### src/rtl/alu_pkg.sv
package alu_pkg;

    localparam int CW = 8;

    typedef enum logic [3:0] {
        ST_READY    = 4'h0,
        ST_BUSY     = 4'h2,
        ST_DONE     = 4'h4,
        ST_BAD_OP   = 4'hA,
        ST_BAD_OPND = 4'hB,
        ST_ARITH    = 4'hD
    } status_e;

    typedef enum logic [3:0] {
        K_ADD, K_SUB, K_MUL, K_DIV, K_MOD,
        K_AND, K_OR, K_XOR, K_SHL, K_SHR, K_LOAD
    } kind_e;

    typedef struct packed {
        logic       legal;
        logic       wide;
        logic       shift;
        kind_e      kind;
        logic [1:0] cost;
    } dec_t;

    function automatic logic [1:0] kind_cost(input kind_e k);
        case (k)
            K_MUL, K_DIV:        kind_cost = 2'd3;
            K_ADD, K_SUB, K_MOD: kind_cost = 2'd2;
            default:             kind_cost = 2'd1;
        endcase
    endfunction

    function automatic dec_t decode_op(input logic [CW-1:0] op);
        dec_t d;
        d.legal = 1'b1;
        d.wide  = 1'b0;
        d.shift = 1'b0;
        d.kind  = K_ADD;
        if (op >= 8'hB0 && op <= 8'hB7) begin
            d.kind = kind_e'(op[3:0]);
        end else if (op == 8'hBA) begin
            d.kind  = K_SHL;
            d.shift = 1'b1;
        end else if (op == 8'hBB) begin
            d.kind  = K_SHR;
            d.shift = 1'b1;
        end else if (op >= 8'hE0 && op <= 8'hE8) begin
            d.wide = 1'b1;
            d.kind = (op == 8'hE8) ? K_LOAD : kind_e'(op[3:0]);
        end else begin
            d.legal = 1'b0;
        end
        d.cost = kind_cost(d.kind);
        return d;
    endfunction

endpackage

### src/rtl/opnd_resolve.sv
module opnd_resolve #(
    parameter int DW    = 16,
    parameter int ERR_W = 4,
    parameter int PC_W  = 8,
    parameter int SP_W  = 4,
    parameter int IOB_W = 8
) (
    input  logic [alu_pkg::CW-1:0] code_i,
    input  logic [DW-1:0]          acc_i,
    input  logic [ERR_W-1:0]       err_i,
    input  logic [PC_W-1:0]        pc_i,
    input  logic [SP_W-1:0]        sp_i,
    input  logic [DW-1:0]          ioa_i,
    input  logic [IOB_W-1:0]       iob_i,
    output logic [DW-1:0]          value_o,
    output logic                   valid_o
);
    localparam int CW = alu_pkg::CW;

    always_comb begin
        value_o = '0;
        valid_o = 1'b1;
        if (code_i <= 8'h9F) begin
            value_o = DW'(code_i);
        end else begin
            case (code_i)
                8'hD0:   value_o = acc_i;
                8'hD1:   value_o = DW'(err_i);
                8'hD2:   value_o = DW'(iob_i);
                8'hD3:   value_o = DW'(pc_i);
                8'hD4:   value_o = DW'(sp_i);
                8'hD5:   value_o = ioa_i;
                8'hD6:   value_o = DW'(iob_i);
                8'hD7:   value_o = DW'(ioa_i[DW-1 -: CW]);
                8'hD8:   value_o = DW'(ioa_i[CW-1:0]);
                default: valid_o = 1'b0;
            endcase
        end
        // only the reserved byte ranges may be rejected
        p_reserved_only_r9: assert (valid_o || (code_i > 8'h9F && (code_i < 8'hD0 || code_i > 8'hD8)))
            else $error("operand rejected inside a legal range");
    end

endmodule

### src/rtl/alu_datapath.sv
module alu_datapath #(
    parameter int DW = 16
) (
    input  alu_pkg::kind_e kind_i,
    input  logic [DW-1:0]  a_i,
    input  logic [DW-1:0]  b_i,
    output logic [DW-1:0]  res_o,
    output logic           fault_o
);
    import alu_pkg::*;

    localparam int          SHW    = $clog2(DW);
    localparam logic [DW-1:0] SH_LIM = DW[DW-1:0];

    logic          div_zero;
    logic [DW-1:0] divisor;
    logic          sh_over;

    always_comb begin
        div_zero = (b_i == '0);
        divisor  = div_zero ? {{(DW-1){1'b0}}, 1'b1} : b_i;
        sh_over  = (b_i >= SH_LIM);
        fault_o  = 1'b0;
        res_o    = '0;
        case (kind_i)
            K_ADD:  res_o = a_i + b_i;
            K_SUB:  res_o = a_i - b_i;
            K_MUL:  res_o = a_i * b_i;
            K_DIV: begin
                res_o   = a_i / divisor;
                fault_o = div_zero;
            end
            K_MOD: begin
                res_o   = a_i % divisor;
                fault_o = div_zero;
            end
            K_AND:  res_o = a_i & b_i;
            K_OR:   res_o = a_i | b_i;
            K_XOR:  res_o = a_i ^ b_i;
            K_SHL:  res_o = sh_over ? '0 : (a_i << b_i[SHW-1:0]);
            K_SHR:  res_o = sh_over ? '0 : (a_i >> b_i[SHW-1:0]);
            default: res_o = b_i;
        endcase
        // a floored unsigned quotient never exceeds its dividend
        p_quot_bounded_r5: assert (kind_i != K_DIV || fault_o || res_o <= a_i)
            else $error("quotient larger than dividend");
        // the fault flag only comes from division kinds
        p_fault_kind_r11: assert (!fault_o || kind_i == K_DIV || kind_i == K_MOD)
            else $error("fault from non-division op");
    end

endmodule

### src/rtl/bytecode_alu.sv
module bytecode_alu #(
    parameter int DW    = 16,
    parameter int ERR_W = 4,
    parameter int PC_W  = 8,
    parameter int SP_W  = 4,
    parameter int IOB_W = 8
) (
    input  logic         clk,
    input  logic         rst_n,
    input  logic         start_i,
    input  logic [7:0]   opcode_i,
    input  logic [7:0]   opnd1_i,
    input  logic [7:0]   opnd2_i,
    input  logic [3:0]   err_i,
    input  logic [7:0]   pc_i,
    input  logic [3:0]   sp_i,
    input  logic [15:0]  ioa_i,
    input  logic [7:0]   iob_i,
    output logic [15:0]  acc_o,
    output logic [3:0]   status_o,
    output logic         busy_o,
    output logic         done_o
);
    import alu_pkg::*;

    localparam int NOPND = 2;

    typedef struct packed {
        logic [DW-1:0] acc;
        status_e       status;
        logic          busy;
        logic          done;
        logic [1:0]    cnt;
        logic [DW-1:0] pend_res;
        logic          pend_fault;
    } state_t;

    state_t st_d, st_q;

    dec_t          dec;
    logic [CW-1:0] codes [NOPND];
    logic [DW-1:0] vals  [NOPND];
    logic          oks   [NOPND];
    logic          one_form;
    logic          opnds_ok;
    logic [DW-1:0] a_sel, b_sel;
    logic [DW-1:0] res;
    logic          fault;

    assign codes[0] = opnd1_i;
    assign codes[1] = opnd2_i;

    generate
        for (genvar g = 0; g < NOPND; g++) begin : g_opnd
            opnd_resolve #(
                .DW(DW), .ERR_W(ERR_W), .PC_W(PC_W), .SP_W(SP_W), .IOB_W(IOB_W)
            ) res_i (
                .code_i (codes[g]),
                .acc_i  (st_q.acc),
                .err_i  (err_i),
                .pc_i   (pc_i),
                .sp_i   (sp_i),
                .ioa_i  (ioa_i),
                .iob_i  (iob_i),
                .value_o(vals[g]),
                .valid_o(oks[g])
            );
        end
    endgenerate

    always_comb begin
        dec      = decode_op(opcode_i);
        one_form = !dec.wide && !dec.shift && (opnd2_i == '0);
        opnds_ok = dec.wide || (oks[0] && (one_form || oks[1]));
        if (dec.wide) begin
            a_sel = st_q.acc;
            b_sel = DW'({opnd1_i, opnd2_i});
        end else if (one_form) begin
            a_sel = st_q.acc;
            b_sel = vals[0];
        end else begin
            a_sel = vals[0];
            b_sel = vals[1];
        end
    end

    alu_datapath #(.DW(DW)) dp_i (
        .kind_i (dec.kind),
        .a_i    (a_sel),
        .b_i    (b_sel),
        .res_o  (res),
        .fault_o(fault)
    );

    always_comb begin
        st_d      = st_q;
        st_d.done = 1'b0;
        if (st_q.busy) begin
            if (st_q.cnt == 2'd1) begin
                st_d.busy = 1'b0;
                st_d.cnt  = '0;
                st_d.done = 1'b1;
                if (st_q.pend_fault) begin
                    st_d.status = ST_ARITH;
                end else begin
                    st_d.status = ST_DONE;
                    st_d.acc    = st_q.pend_res;
                end
            end else begin
                st_d.cnt = st_q.cnt - 2'd1;
            end
        end else if (start_i) begin
            if (!dec.legal) begin
                st_d.done   = 1'b1;
                st_d.status = ST_BAD_OP;
            end else if (!opnds_ok) begin
                st_d.done   = 1'b1;
                st_d.status = ST_BAD_OPND;
            end else if (dec.cost == 2'd1) begin
                st_d.done   = 1'b1;
                st_d.status = fault ? ST_ARITH : ST_DONE;
                if (!fault) st_d.acc = res;
            end else begin
                st_d.busy       = 1'b1;
                st_d.cnt        = dec.cost - 2'd1;
                st_d.status     = ST_BUSY;
                st_d.pend_res   = res;
                st_d.pend_fault = fault;
            end
        end
    end

    always_ff @(posedge clk or negedge rst_n) begin
        if (!rst_n) begin
            st_q <= '{acc: '0, status: ST_READY, busy: 1'b0, done: 1'b0,
                      cnt: '0, pend_res: '0, pend_fault: 1'b0};
        end else begin
            st_q <= st_d;
        end
    end

    assign acc_o    = st_q.acc;
    assign status_o = st_q.status;
    assign busy_o   = st_q.busy;
    assign done_o   = st_q.done;

    // busy and done never overlap
    p_busy_not_done_r8: assert property (@(posedge clk) disable iff (!rst_n)
        busy_o |-> !done_o) else $error("busy and done together");

    // status reads 2 while an operation is pending
    p_busy_status_r8: assert property (@(posedge clk) disable iff (!rst_n)
        busy_o |-> status_o == 4'h2) else $error("wrong status while busy");

    // the accumulator only moves when a result is posted
    p_acc_moves_on_done_r8: assert property (@(posedge clk) disable iff (!rst_n)
        !done_o |-> $stable(acc_o)) else $error("accumulator changed without done");

    // error outcomes keep the accumulator
    p_fault_keeps_acc_r11: assert property (@(posedge clk) disable iff (!rst_n)
        (done_o && (status_o == 4'hA || status_o == 4'hB || status_o == 4'hD)) |-> $stable(acc_o))
        else $error("accumulator changed on error");

    // a start during a multi-cycle run does not end it early
    p_ignore_start_r12: assert property (@(posedge clk) disable iff (!rst_n)
        (busy_o && start_i && st_q.cnt > 2'd1) |=> (busy_o && !done_o))
        else $error("start accepted while busy");

endmodule

### config.mk
export PLATFORM = sky130hd
export DESIGN_NAME = bytecode_alu
export DESIGN_NICKNAME = d
export VERILOG_FILES = /design/src/rtl/alu_pkg.sv /design/src/rtl/opnd_resolve.sv /design/src/rtl/alu_datapath.sv /design/src/rtl/bytecode_alu.sv
export SDC_FILE = /design/constraint.sdc
export NUM_CORES = 1
export LEC_CHECK = 0
export ABC_AREA = 1
export ABC_CLOCK_PERIOD_IN_PS = 86900
export BUFFER_PORTS_ARGS = -buffer_cell sky130_fd_sc_hd__buf_2
export CORE_MARGIN = 2
export CORE_UTILIZATION = 50
export DETAILED_ROUTE_END_ITERATION = 7
export HOLD_SLACK_MARGIN = 0.1
export PLACE_DENSITY = 0.64
export SYNTH_ARGS = -nofsm -noshare
export SYNTH_HDL_FRONTEND = slang
export SYNTH_SLANG_ARGS = --single-unit
### constraint.sdc
create_clock -name clk -period 86.9 [get_ports clk]
set_input_delay 8.69 -clock clk [delete_from_list [all_inputs] [get_ports clk]]
set_output_delay 8.69 -clock clk [all_outputs]
set_load 0.02 [all_outputs]
Word level (Yosys, flattened, before mapping)
Cells that the tools add are included.

word-level totals
  flip-flop bits (word level) = 41
  bits of input ports = 67
  output and inout bits = 22
  logic and storage cells = 142

operators by class
  $add $sub $neg = 4
  multiply operators = 1
  divide/modulo/power cells = 2
  order comparisons = 7
  equal/unequal tests = 36
  shift operators = 2
  muxes and demuxes = 51
  bitwise operators = 5
  reductions and logical operators = 27

operator list
  operator                                                                              number
  16-bit one-hot mux with 8 select lines                                                2
  16-bit 2-to-1 mux                                                                     14
  8-bit == test, second input constant                                                  21
  16-bit one-hot mux with 10 select lines                                               1
  19-bit 2-to-1 mux                                                                     3
  41-bit 2-to-1 mux                                                                     1
  4-bit 2-to-1 mux                                                                      9
  8-bit less-or-equal comparator, second input constant                                 4
  24-bit 2-to-1 mux                                                                     1
  22-bit 2-to-1 mux                                                                     1
  9-bit OR reduction                                                                    2
  16-bit adder                                                                          1
  16-bit bitwise AND                                                                    1
  16-bit by 16-bit divider with 16-bit output                                           1
  4-bit by 3-bit == test with 1-bit output, second input constant                       4
  16-bit by 5-bit greater-or-equal comparator with 1-bit output, second input constant  1
  8-bit greater-or-equal comparator, second input constant                              2
  16-bit zero test                                                                      1
  16-bit by 16-bit remainder unit with 16-bit output                                    1
  16-bit by 16-bit multiplier with 16-bit output                                        1
  16-bit bitwise OR                                                                     1
  16-bit by 4-bit left shift with 16-bit output                                         1
  16-bit by 4-bit >> shifter with 16-bit output                                         1
  16-bit subtractor                                                                     1
  26 further kinds                                                                      59

Depth between registers and ports, before layout
Gate-level depths: netlist of the first run.

  depth after elaboration = 21
  gate-level depth with buffers = 283
  gate-level depth less buffers = 270

By module
Synthesis of the first run repeated with hierarchy kept, for this count alone.

second synthesis, totals
  cells, all modules = 3110
  area total of the unflattened synthesis = 19029.5 sq um

by module, submodules not included
  module        instances  cells each  area an instance (sq um)  seq. area each (sq um)
  alu_datapath  1          2406        14677.8                   0.0
  bytecode_alu  1          396         2835.2                    1026.0
  opnd_resolve  2          154         758.2                     0.0

Worst setup path after synthesis of the first run
No wires, ideal clock.

  kind = input to register
  from = input opnd1_i[5]
  to = register st_q, in the netlist acc_o[3]
  library setup time = 0.141 ns
  arrival = 39.294 ns
  data required time = 86.759 ns
  setup slack = 47.465 ns
  stages = 274
  path buffers = 16
  cell sequence = inv_2 > nand2_2 > nor2_8 > buf_4 > buf_6 > nand2_2 > o22ai_1 > nor2_1 > o211ai_1 > nand2_1 > nand3_1 > inv_1 > clkbuf_1 > clkbuf_1 > clkbuf_1 > ha_1 > nand4_1 > nor2_2 > (+238 left out) > nand3_1 > nand2_1 > nand3_1 > nand2_1 > a221o_1 > nand3_1 > nand2_1 > inv_1 > o21ai_0 > a31oi_1 > o21ai_1 > clkbuf_1 > o21ai_0 > nand3_1 > nor2_1 > o221ai_1 > nand2_1 > a22oi_1

between the ends
  cells in the longest elaborated chain, start to end = 16
  elaborated cells on any way between the ends = 48
  those cells by class = 2 x add/sub; 1 x mul; 2 x div; 2 x order compare; 10 x eq/ne; 2 x shift; 19 x mux; 3 x bitwise; 7 x reduce/logical

ends and longest elaborated chain
  element                                                                                                            RTL line                                text
  start, declared                                                                                                    bytecode_alu.sv:12                      input logic [7:0] opnd1_i,
  8-bit == test                                                                                                      opnd_resolve.sv:26                      case (code_i)
  2-bit OR reduction (no source line)                                                                                --
  16-bit one-hot mux with 8 select lines                                                                             opnd_resolve.sv:26
  16-bit 2-to-1 mux                                                                                                  opnd_resolve.sv:23                      if (code_i <= 8'h9F) begin
  16-bit 2-to-1 mux                                                                                                  bytecode_alu.sv:78                      end else if (one_form) begin
  16-bit 2-to-1 mux                                                                                                  bytecode_alu.sv:75                      if (dec.wide) begin
  16-bit zero test                                                                                                   alu_datapath.sv:20                      div_zero = (b_i == '0);
  16-bit 2-to-1 mux                                                                                                  alu_datapath.sv:21                      divisor = div_zero ? {{(DW-1){1'b0}}, 1'b1} : b_i;
  16-bit by 16-bit remainder unit with 16-bit output or 16-bit by 16-bit divider with 16-bit output (tied branches)  alu_datapath.sv:34, alu_datapath.sv:30
  16-bit one-hot mux with 10 select lines                                                                            alu_datapath.sv:25                      case (kind_i)
  16-bit 2-to-1 mux                                                                                                  bytecode_alu.sv:122                     if (!fault) st_d.acc = res;
  16-bit 2-to-1 mux                                                                                                  bytecode_alu.sv:119                     end else if (dec.cost == 2'd1) begin
  16-bit 2-to-1 mux                                                                                                  bytecode_alu.sv:116                     end else if (!opnds_ok) begin
  16-bit 2-to-1 mux                                                                                                  bytecode_alu.sv:113                     if (!dec.legal) begin
  41-bit 2-to-1 mux                                                                                                  bytecode_alu.sv:112                     end else if (start_i) begin
  24-bit 2-to-1 mux                                                                                                  bytecode_alu.sv:98                      if (st_q.busy) begin
  end signal, assigned                                                                                               bytecode_alu.sv:135                     st_q <= '{acc: '0, status: ST_READY, busy: 1'b0, done: 1'b0,
  end signal, assigned                                                                                               bytecode_alu.sv:138                     st_q <= st_d;
  end, declared                                                                                                      bytecode_alu.sv:38                      state_t st_d, st_q;

Parallel ways exist; a longest one is shown, timed or not. The select of a mux whose other input is x is not followed.
A chain may end at the register's enable or synchronous reset.

Worst setup path in the final report of the first run
  from = input opcode_i[2]
  to = register st_q, in the netlist acc_o[0]

between the ends
  cells in the longest elaborated chain, start to end = 21
  elaborated cells on any way between the ends = 73
  those cells by class = 2 x add/sub; 1 x mul; 2 x div; 5 x order compare; 14 x eq/ne; 2 x shift; 26 x mux; 3 x bitwise; 18 x reduce/logical

ends and longest elaborated chain
  element                                                                                                            RTL line                                text
  start, declared                                                                                                    bytecode_alu.sv:11                      input logic [7:0] opcode_i,
  8-bit greater-or-equal comparator or 8-bit less-or-equal comparator (tied branches)                                alu_pkg.sv:49                           end else if (op >= 8'hE0 && op <= 8'hE8) begin
  1-bit logical AND                                                                                                  alu_pkg.sv:49
  1-bit 2-to-1 mux                                                                                                   alu_pkg.sv:49
  2-bit 2-to-1 mux                                                                                                   alu_pkg.sv:46                           end else if (op == 8'hBB) begin
  2-bit 2-to-1 mux                                                                                                   alu_pkg.sv:43                           end else if (op == 8'hBA) begin
  3-bit 2-to-1 mux                                                                                                   alu_pkg.sv:41                           if (op >= 8'hB0 && op <= 8'hB7) begin
  1-bit zero test                                                                                                    bytecode_alu.sv:73                      one_form = !dec.wide && !dec.shift && (opnd2_i == '0);
  1-bit logical AND (2 in a row)                                                                                     bytecode_alu.sv:73
  (+4 left out)                                                                                                      --
  16-bit by 16-bit remainder unit with 16-bit output or 16-bit by 16-bit divider with 16-bit output (tied branches)  alu_datapath.sv:34, alu_datapath.sv:30
  16-bit one-hot mux with 10 select lines                                                                            alu_datapath.sv:25
  16-bit 2-to-1 mux                                                                                                  bytecode_alu.sv:122
  16-bit 2-to-1 mux                                                                                                  bytecode_alu.sv:119
  16-bit 2-to-1 mux                                                                                                  bytecode_alu.sv:116
  16-bit 2-to-1 mux                                                                                                  bytecode_alu.sv:113
  41-bit 2-to-1 mux                                                                                                  bytecode_alu.sv:112
  24-bit 2-to-1 mux                                                                                                  bytecode_alu.sv:98

Parallel ways exist; a longest one is shown, timed or not. The select of a mux whose other input is x is not followed.

==> results.py, run 1 <==
metrics = {
    "clocking": {
        "numCtsBuffers": 5,
        "cts_tree": "built",
        "clock_path_buffers": 2,
        "cts_hold_buffers": 0,
        "ctsRootBufferMaster": "clkbuf_16",
        "clock_sinks": 41,
        "cts_resized": 0,
        "worst_setup_hold_path_clk_slew_ns": 0.07,
        "htreeDepth": 2,
        "clk_latency_ns": 0.30,
        "post_cts_buffers": 0,
    },
    "routing": {
        "vias": 19825,
        "wirelength_um": 74300,
        "antenna_left": 0,
        "drc": 0,
        "wl_per_cell_um": 22.1,
        "drt-pass1-iter-count": 8,
        "drt_iter0_drc": 1878,
        "avgViaCountPerCell": 5.91,
    },
    "timing": {
        "rsz0062_at_grt": "no",
        "setup_slack_ns": 40.59,
        "skew_ns": 0.0110,
        "setup_viol": 0,
        "slew_headroom": 0.261,
        "drv_slew": 0,
        "worstMarginPinSlew_ns": 1.08,
        "max_freq_mhz": 21.6,
        "fin_crit_sh": 0.533,
        "fin_crit_ns": 46.31,
        "finalSetupTns_ns": 0,
        "hold_viol_final": 0,
    },
    "finish": {
        "final_core_util": 0.537,
        "drive_gt1_frac": 0.130,
        "antenna_cells": 0,
        "fillers": 3700,
        "final-seq-area_um2": 1030,
        "fin_cells": 3354,
        "syn2layout_area_growth_pct": 5.45,
        "fin_nets": 3277,
        "multi_input_area_um2": 14800,
    },
    "placed_design": {
        "dp.cells": 3346,
        "dp_hpwl_um": 58700,
        "pre_cts_ws_ns": 40.65,
        "gp_congestion": 1.09,
        "io_buffers": 88,
    },
    "synth": {
        "synthCells": 2843,
        "synthArstFlopShare": 1.00,
        "synthMuxAreaShare": 0,
        "avgSynthCellArea_um2": 6.38,
        "synth_xor_area_frac": 0.0632,
        "synth.most_common_cell": "nand2_1",
        "syn_area_um2": 18100,
        "yosysSeqAreaShare": 0.0565,
        "synthFlopType": "dfrtp_1",
        "synth_seq_cells": 41,
        "synth_top_family_by_area": "simple AND/OR/NAND/NOR gates",
        "synth-edff-count": 0,
        "synth-simple-area-share": 0.324,
        "ys_warn_count": 0,
        "synth_fa_ha_area_frac": 0.253,
        "synth_fp_nets": 3228,
        "ys_types": 66,
        "synth_area_leaders": "ha_1 (16%), nand2_1 (14%), inv_1 (9.1%), fa_1 (9.0%), dfrtp_1 (5.7%)",
        "synth_compound_area_frac": 0.174,
        "yosys.area.top_type": "ha_1",
        "synth_top_cell_area_share": 0.163,
        "synthTopCellsByCount": "nand2_1 (662), inv_1 (439), ha_1 (236)",
    },
    "global_routing": {
        "grt_max_degree": 46,
        "grt_pass1_vias": 18892,
        "grt_pass1_wl_um": 114000,
        "gr-usage-all-layers": 0.390,
        "overflow": 0,
        "antenna_found_initial": 1,
    },
    "setup_path": {
        "crit_required_ns": 87.07,
        "cp-end-kind": "flop",
        "crit_type": "in2reg",
        "cpMostUsedCell": "nand2_1",
        "slowest_stage": "nand2_1",
        "cp-start-kind": "input pin",
        "slowest_delay_ns": 0.60,
        "worstPathArrival_ns": 46.48,
        "critical_path.max_fanout": 34,
        "ff2ff_setup_slack_ns": 49.11,
    },
    "die": {
        "die_h_um": 195,
        "die_area_um2": 37800,
        "row_count": 69,
        "die_w_um": 195,
        "core-area_um2": 35700,
        "start_util": 0.509,
        "pin_count": 89,
    },
    "flow_run": {
        "cap_violations": 0,
    },
    "min_path": {
        "hp-class": "reg2reg",
    },
    "run_status": {
        "status": "finished, final reports clean",
    },
}
-- stage by stage --
stage / instance area, µm² / hold slack [ns]
after floorplan: 18100 / 0.449
after global placement: 19000 / 0.462
after detailed placement: 19000 / 0.462
after CTS: 19100 / 0.478
after global routing: 19100 / 0.502
final: 19100 / 0.474
-- final cells by class --
type,instances,area share
Tap cell,461,0.0301
Clock buffer,5,0.00654
Sequential cell,41,0.0536
Clock inverter,3,0.00242
Inverter,474,0.0930
Timing Repair Buffer,134,0.0411
Multi-Input combinational cell,2236,0.773
-- final timing paths --
kind                            depth (start not counted)          end   startpoint
worst min-delay path                                    2  status_o[1]  status_o[1]
worst min register to register                          2  status_o[1]  status_o[1]
min in group asynchronous                               1     st_q[12]        rst_n
worst max register to register                        262     acc_o[0]     acc_o[0]
max in group asynchronous                               1     st_q[14]        rst_n
worst max-delay path                                  267     acc_o[0]  opcode_i[2]
-- state kept, by name, indices dropped and copies added (netlist names) --
name and count:
busy_o 1, done_o 1, st_q 19, acc_o 16, status_o 4
-- critical path, delay by kind of cell --
| kind | cells | cell delay (ns) |
|---|---|---|
| adder cells (fa/ha/maj) | 17 | 5.27 |
| AO/OA/AOI/OAI | 86 | 13.53 |
| buffers and inverters | 31 | 4.20 |
| AND/OR/NAND/NOR | 133 | 14.65 |
-- cells by family after synthesis --
logic type / after synthesis
fa+ha+maj: 318
flops: 41
compound gates: 506
buf+inv: 566
xor+xnor: 131
simple gates: 1281
-- cell usage in the layout, fill, tap and decap left out, types with 16 or more instances in the layout --
cell and n:
inv_1 439, xor2_1 83, o21ai_0 127, buf_2 88, a21oi_1 126, inv_2 24
o21ai_1 49, o22ai_1 16, or2_2 46, nand3_2 30, nand3_1 157, ha_1 236
xnor2_1 48, o21bai_1 27, o21ai_2 34, fa_1 82, nor2_1 231, o211ai_1 22
nand2_1 662, nor3_1 23, nand2_2 48, dfrtp_1 41, buf_4 46, nand4_1 27
-- metal layers --
layer  wire (µm)  part of all wire  vias to the layer above  GRT usage
met4        4240             0.057                        2      0.186
li1            -                 -                     9307          -
met3        6730             0.091                      222     0.0578
met5          12           0.00016                        -          0
met1       31300              0.42                     9331      0.522
met2       32000              0.43                      963      0.616
Power of run 1 is left out: the tool's default activity adds up to more than one toggle a clock period on the data nets, which glitch-free logic cannot reach.
==> run 2, diff against run 1 <==
--- a/config.mk
+++ b/config.mk
@@ -6,7 +6,7 @@
 export NUM_CORES = 1
 export LEC_CHECK = 0
 export ABC_AREA = 1
-export ABC_CLOCK_PERIOD_IN_PS = 86900
+export ABC_CLOCK_PERIOD_IN_PS = 44400
 export BUFFER_PORTS_ARGS = -buffer_cell sky130_fd_sc_hd__buf_2
 export CORE_MARGIN = 2
 export CORE_UTILIZATION = 50
==> constraint.sdc (replaced) <==
create_clock -name clk -period 44.4 [get_ports clk]
set_input_delay 4.44 -clock clk [delete_from_list [all_inputs] [get_ports clk]]
set_output_delay 4.44 -clock clk [all_outputs]
set_load 0.02 [all_outputs]
==> run 2 against run 1 <==
Net effect: die area did not move; design area rose by 0.34%; clock-buffer cell count did not move; global-route usage rose by 0.057 points; largest cell class unchanged; highest routed layer unchanged.
==> results.py, run 2 (synthesized netlist as in run 1, its figures left out) <==
metrics = {
    "run_status": {
        "status": "finished, final reports clean",
    },
    "flow_run": {
        "cap_violations": 0,
    },
    "clocking": {
        "clock_path_buffers": 2,
        "clock_sinks": 41,
        "ctsRootBufferMaster": "clkbuf_16",
        "htreeDepth": 2,
        "clk_latency_ns": 0.29,
        "cts_tree": "built",
        "cts_hold_buffers": 0,
        "numCtsBuffers": 5,
        "worst_setup_hold_path_clk_slew_ns": 0.07,
    },
    "timing": {
        "fin_crit_sh": 0.900,
        "finalSetupTns_ns": 0,
        "setup_viol": 0,
        "fin_crit_ns": 39.94,
        "slew_headroom": 0.384,
        "hold_viol_final": 0,
        "skew_ns": 0.00790,
        "max_freq_mhz": 25.0,
        "rsz0062_at_grt": "no",
        "drv_slew": 0,
        "worstMarginPinSlew_ns": 0.918,
    },
    "setup_path": {
        "cpMostUsedCell": "nand2_1",
        "cp-start-kind": "input pin",
        "slowest_delay_ns": 0.53,
        "worstPathArrival_ns": 40.10,
        "critical_path.max_fanout": 45,
        "cp-end-kind": "flop",
        "crit_type": "in2reg",
        "slowest_stage": "fa_1",
        "crit_required_ns": 44.56,
    },
    "die": {
        "core-area_um2": 35700,
        "pin_count": 89,
        "die_w_um": 195,
        "start_util": 0.509,
        "die_area_um2": 37800,
        "row_count": 69,
        "die_h_um": 195,
    },
    "placed_design": {
        "io_buffers": 88,
        "dp_hpwl_um": 59200,
        "gp_congestion": 1.05,
    },
    "finish": {
        "top_register": "st_q",
        "final_cell_mix": "nand2_1 (656), inv_1 (437), ha_1 (236)",
        "final_common_cell": "nand2_1",
        "antenna_cells": 0,
        "largest_reg_flops": 19,
        "syn2layout_area_growth_pct": 5.81,
        "drive_gt1_frac": 0.135,
        "fillers": 3776,
        "fin_nets": 3280,
    },
    "routing": {
        "drt_iter0_drc": 1950,
        "wl_per_cell_um": 22.3,
        "wirelength_um": 74800,
        "drt-pass1-iter-count": 5,
        "vias": 19875,
        "drc": 0,
        "antenna_left": 0,
        "avgViaCountPerCell": 5.92,
    },
    "global_routing": {
        "grt_pass1_vias": 19294,
        "antenna_found_initial": 1,
        "overflow": 0,
        "gr-usage-all-layers": 0.390,
        "grt_max_degree": 46,
        "grt_pass1_wl_um": 114000,
    },
    "min_path": {
        "hp-class": "reg2reg",
    },
}
[run 2: per-layer routing]
metal,GRT usage,up-vias,wire [µm]
met1,0.505,9321,30500
met2,0.629,992,32500
li1,-,9314,-
met5,0,-,13
met3,0.0645,246,7190
met4,0.197,2,4540
[run 2: path summary, 6_finish.rpt]
check | from | to | slack, ns | depth (start not counted)
max | opcode_i[2] | acc_o[0] | 4.46 | 265
min | status_o[1] | status_o[1] | 0.48 | 2
max reg2reg | acc_o[0] | acc_o[0] | 8.83 | 260
min reg2reg | status_o[1] | status_o[1] | 0.48 | 2
max in group asynchronous | rst_n | st_q[7] | 39.54 | 1
min in group asynchronous | rst_n | status_o[3] | 4.29 | 1
[run 2: repair_timing]
action | 4_1_cts | 5_1_grt
hold endpoints to repair | 0 | 0
resized for setup | 0 | 14
endpoints found under the setup margin | 0 | 32
setup buffers | 0 | 3
[run 2: final cells by class]
| type | instances | area, µm² | area share |
|---|---|---|---|
| well taps | 461 | 577 | 0.0300 |
| inverters | 474 | 1790 | 0.0931 |
| flip-flops and latches | 41 | 1030 | 0.0534 |
| repair buffers | 136 | 801 | 0.0417 |
| clock inverters | 3 | 46.3 | 0.00241 |
| multi-input cells | 2237 | 14800 | 0.773 |
| clock buffers | 5 | 125 | 0.00652 |
[run 2: worst max-delay path: cells and delay by family]
family                     cells  cell delay, ns
adders and majority gates     17            5.34
and+or+nand+nor              133           13.38
AOI/OAI and AO/OA             86           13.69
buffers and inverters         29            3.06
[run 2: metrics by stage]
stage / area [µm²] / hold WS [ns] / setup WS [ns] / util / std cells
after floorplan: 18100 / 0.449 / 9.21 / - / 2843
after global placement: 19000 / 0.465 / 4.26 / 0.532 / 3345
after detailed placement: 19000 / 0.465 / 2.58 / 0.532 / 3345
after CTS: 19100 / 0.482 / 2.80 / 0.536 / 3353
after global routing: 19200 / 0.490 / 0.157 / 0.539 / 3357
final: 19200 / 0.482 / 4.46 / 0.539 / 3357
Power of run 2 is left out for the same reason.
==> run 3, diff against run 2 <==
--- a/config.mk
+++ b/config.mk
@@ -9,10 +9,10 @@
 export ABC_CLOCK_PERIOD_IN_PS = 44400
 export BUFFER_PORTS_ARGS = -buffer_cell sky130_fd_sc_hd__buf_2
 export CORE_MARGIN = 2
-export CORE_UTILIZATION = 50
+export CORE_UTILIZATION = 59
 export DETAILED_ROUTE_END_ITERATION = 7
 export HOLD_SLACK_MARGIN = 0.1
-export PLACE_DENSITY = 0.64
+export PLACE_DENSITY = 0.74
 export SYNTH_ARGS = -nofsm -noshare
 export SYNTH_HDL_FRONTEND = slang
 export SYNTH_SLANG_ARGS = --single-unit
==> run 3 against run 2 <==
Net effect: the flow now finishes with violations (design-rule violations); die area is 15% lower; worst setup slack lost 0.56 ns; first-iteration DRC count rose by 24%; wire length shrank 5.6%; register-to-register slack got worse by 0.41 ns; utilization rose by 8.7 points; critical path type unchanged.
==> results.py, run 3 (synthesized netlist as in run 1, its figures left out) <==
metrics = {
    "run_status": {
        "status": "finished, violations left",
        "violations": "design-rule violations",
    },
    "die": {
        "die_w_um": 179,
        "die_h_um": 179,
        "start_util": 0.596,
        "pin_count": 89,
        "die_area_um2": 32200,
        "core-area_um2": 30400,
        "row_count": 64,
    },
    "placed_design": {
        "io_buffers": 88,
        "placed_area_um2": 18800,
        "gp_congestion": 1.11,
        "dp_hpwl_um": 55900,
        "pre_cts_ws_ns": 2.10,
    },
    "routing": {
        "drc": 4,
        "vias": 20000,
        "drt_iter0_drc": 2412,
        "avgViaCountPerCell": 6.09,
        "wl_per_cell_um": 21.5,
        "wirelength_um": 70600,
        "drt-pass1-iter-count": 8,
        "antenna_left": 0,
    },
    "clocking": {
        "htreeDepth": 2,
        "clock_path_buffers": 2,
        "clock_sinks": 41,
        "cts_hold_buffers": 0,
        "ctsRootBufferMaster": "clkbuf_16",
        "worst_setup_hold_path_clk_slew_ns": 0.07,
        "cts_tree": "built",
        "clk_latency_ns": 0.29,
        "numCtsBuffers": 5,
    },
    "finish": {
        "largest_reg_flops": 19,
        "fin_nets": 3269,
        "final_cell_mix": "nand2_1 (657), inv_1 (438), ha_1 (236)",
        "syn2layout_area_growth_pct": 4.96,
        "final_cell_area_um2": 19000,
        "drive_gt1_frac": 0.131,
        "top_register": "st_q",
        "final_common_cell": "nand2_1",
        "fillers": 2908,
    },
    "setup_path": {
        "slowest_delay_ns": 0.41,
        "worstPathArrival_ns": 40.66,
        "ff2ff_setup_slack_ns": 8.42,
        "cp-start-kind": "input pin",
        "critical_path.max_fanout": 45,
        "crit_required_ns": 44.55,
        "slowest_stage": "inv_1",
        "worstRegToRegCells": 261,
        "crit_type": "in2reg",
        "cp-end-kind": "flop",
        "cpMostUsedCell": "nand2_1",
    },
    "timing": {
        "slew_headroom": 0.0954,
        "skew_ns": 0.0108,
        "setup_slack_ns": 3.89,
        "fin_crit_sh": 0.912,
        "fin_crit_ns": 40.51,
        "finalSetupTns_ns": 0,
        "worstMarginPinSlew_ns": 1.34,
        "max_freq_mhz": 24.7,
        "hold_viol_final": 0,
        "drv_slew": 0,
        "setup_viol": 0,
    },
    "min_path": {
        "hp-class": "reg2reg",
        "holdPathStages": 2,
    },
    "global_routing": {
        "antenna_found_initial": 1,
        "grt_max_degree": 46,
        "grt_pass1_wl_um": 107000,
        "gr-usage-all-layers": 0.434,
        "overflow": 0,
        "grt_pass1_vias": 18898,
    },
    "flow_run": {
        "cap_violations": 0,
    },
}
[run 3: path summary, 6_finish.rpt]
| kind | from | endpoint |
|---|---|---|
| worst max-delay path | opcode_i[6] | acc_o[5] |
| worst min-delay path | st_q[14] | st_q[14] |
| worst max register to register | acc_o[0] | acc_o[5] |
| max in group asynchronous | rst_n | st_q[15] |
| worst min register to register | st_q[14] | st_q[14] |
| min in group asynchronous | rst_n | acc_o[13] |
[run 3: through the flow]
stage                      util  std cells  hold WS (ns)
after floorplan               -       2843         0.449
after global placement    0.618       3273         0.461
after detailed placement  0.618       3273         0.465
after CTS                 0.624       3281         0.484
after global routing      0.626       3282         0.511
final                     0.626       3283         0.487
[run 3: critical path, delay by kind of cell]
kind | cells | cell delay [ns]
compound gates | 84 | 13.49
fa+ha+maj | 17 | 5.09
buf+inv | 29 | 3.55
simple gates | 136 | 14.04
[run 3: cell type report]
class	instances	area, µm²	share of cell area
inverter	474	1780	0.0936
antenna	2	5.00	0.000263
clock buffer	5	125	0.00657
clock inverter	3	46.3	0.00243
multi-input combinational	2236	14800	0.779
timing repair buffer	126	729	0.0383
tap	396	495	0.0260
sequential	41	1030	0.0539
[run 3: repair_timing]
item | in CTS | in global routing
endpoints found under the setup margin | 0 | 32
gates resized for setup | 0 | 16
setup buffers | 0 | 0
[run 3: layer usage]
layer	GRT usage	vias to the layer above	routed length, µm	part of all wire
li1	-	9322	-	-
met1	0.557	9144	27500	0.39
met2	0.675	1227	29800	0.42
met3	0.0825	307	8030	0.11
met4	0.268	0	5290	0.075
met5	0	-	0	0
Power of run 3 is left out for the same reason.
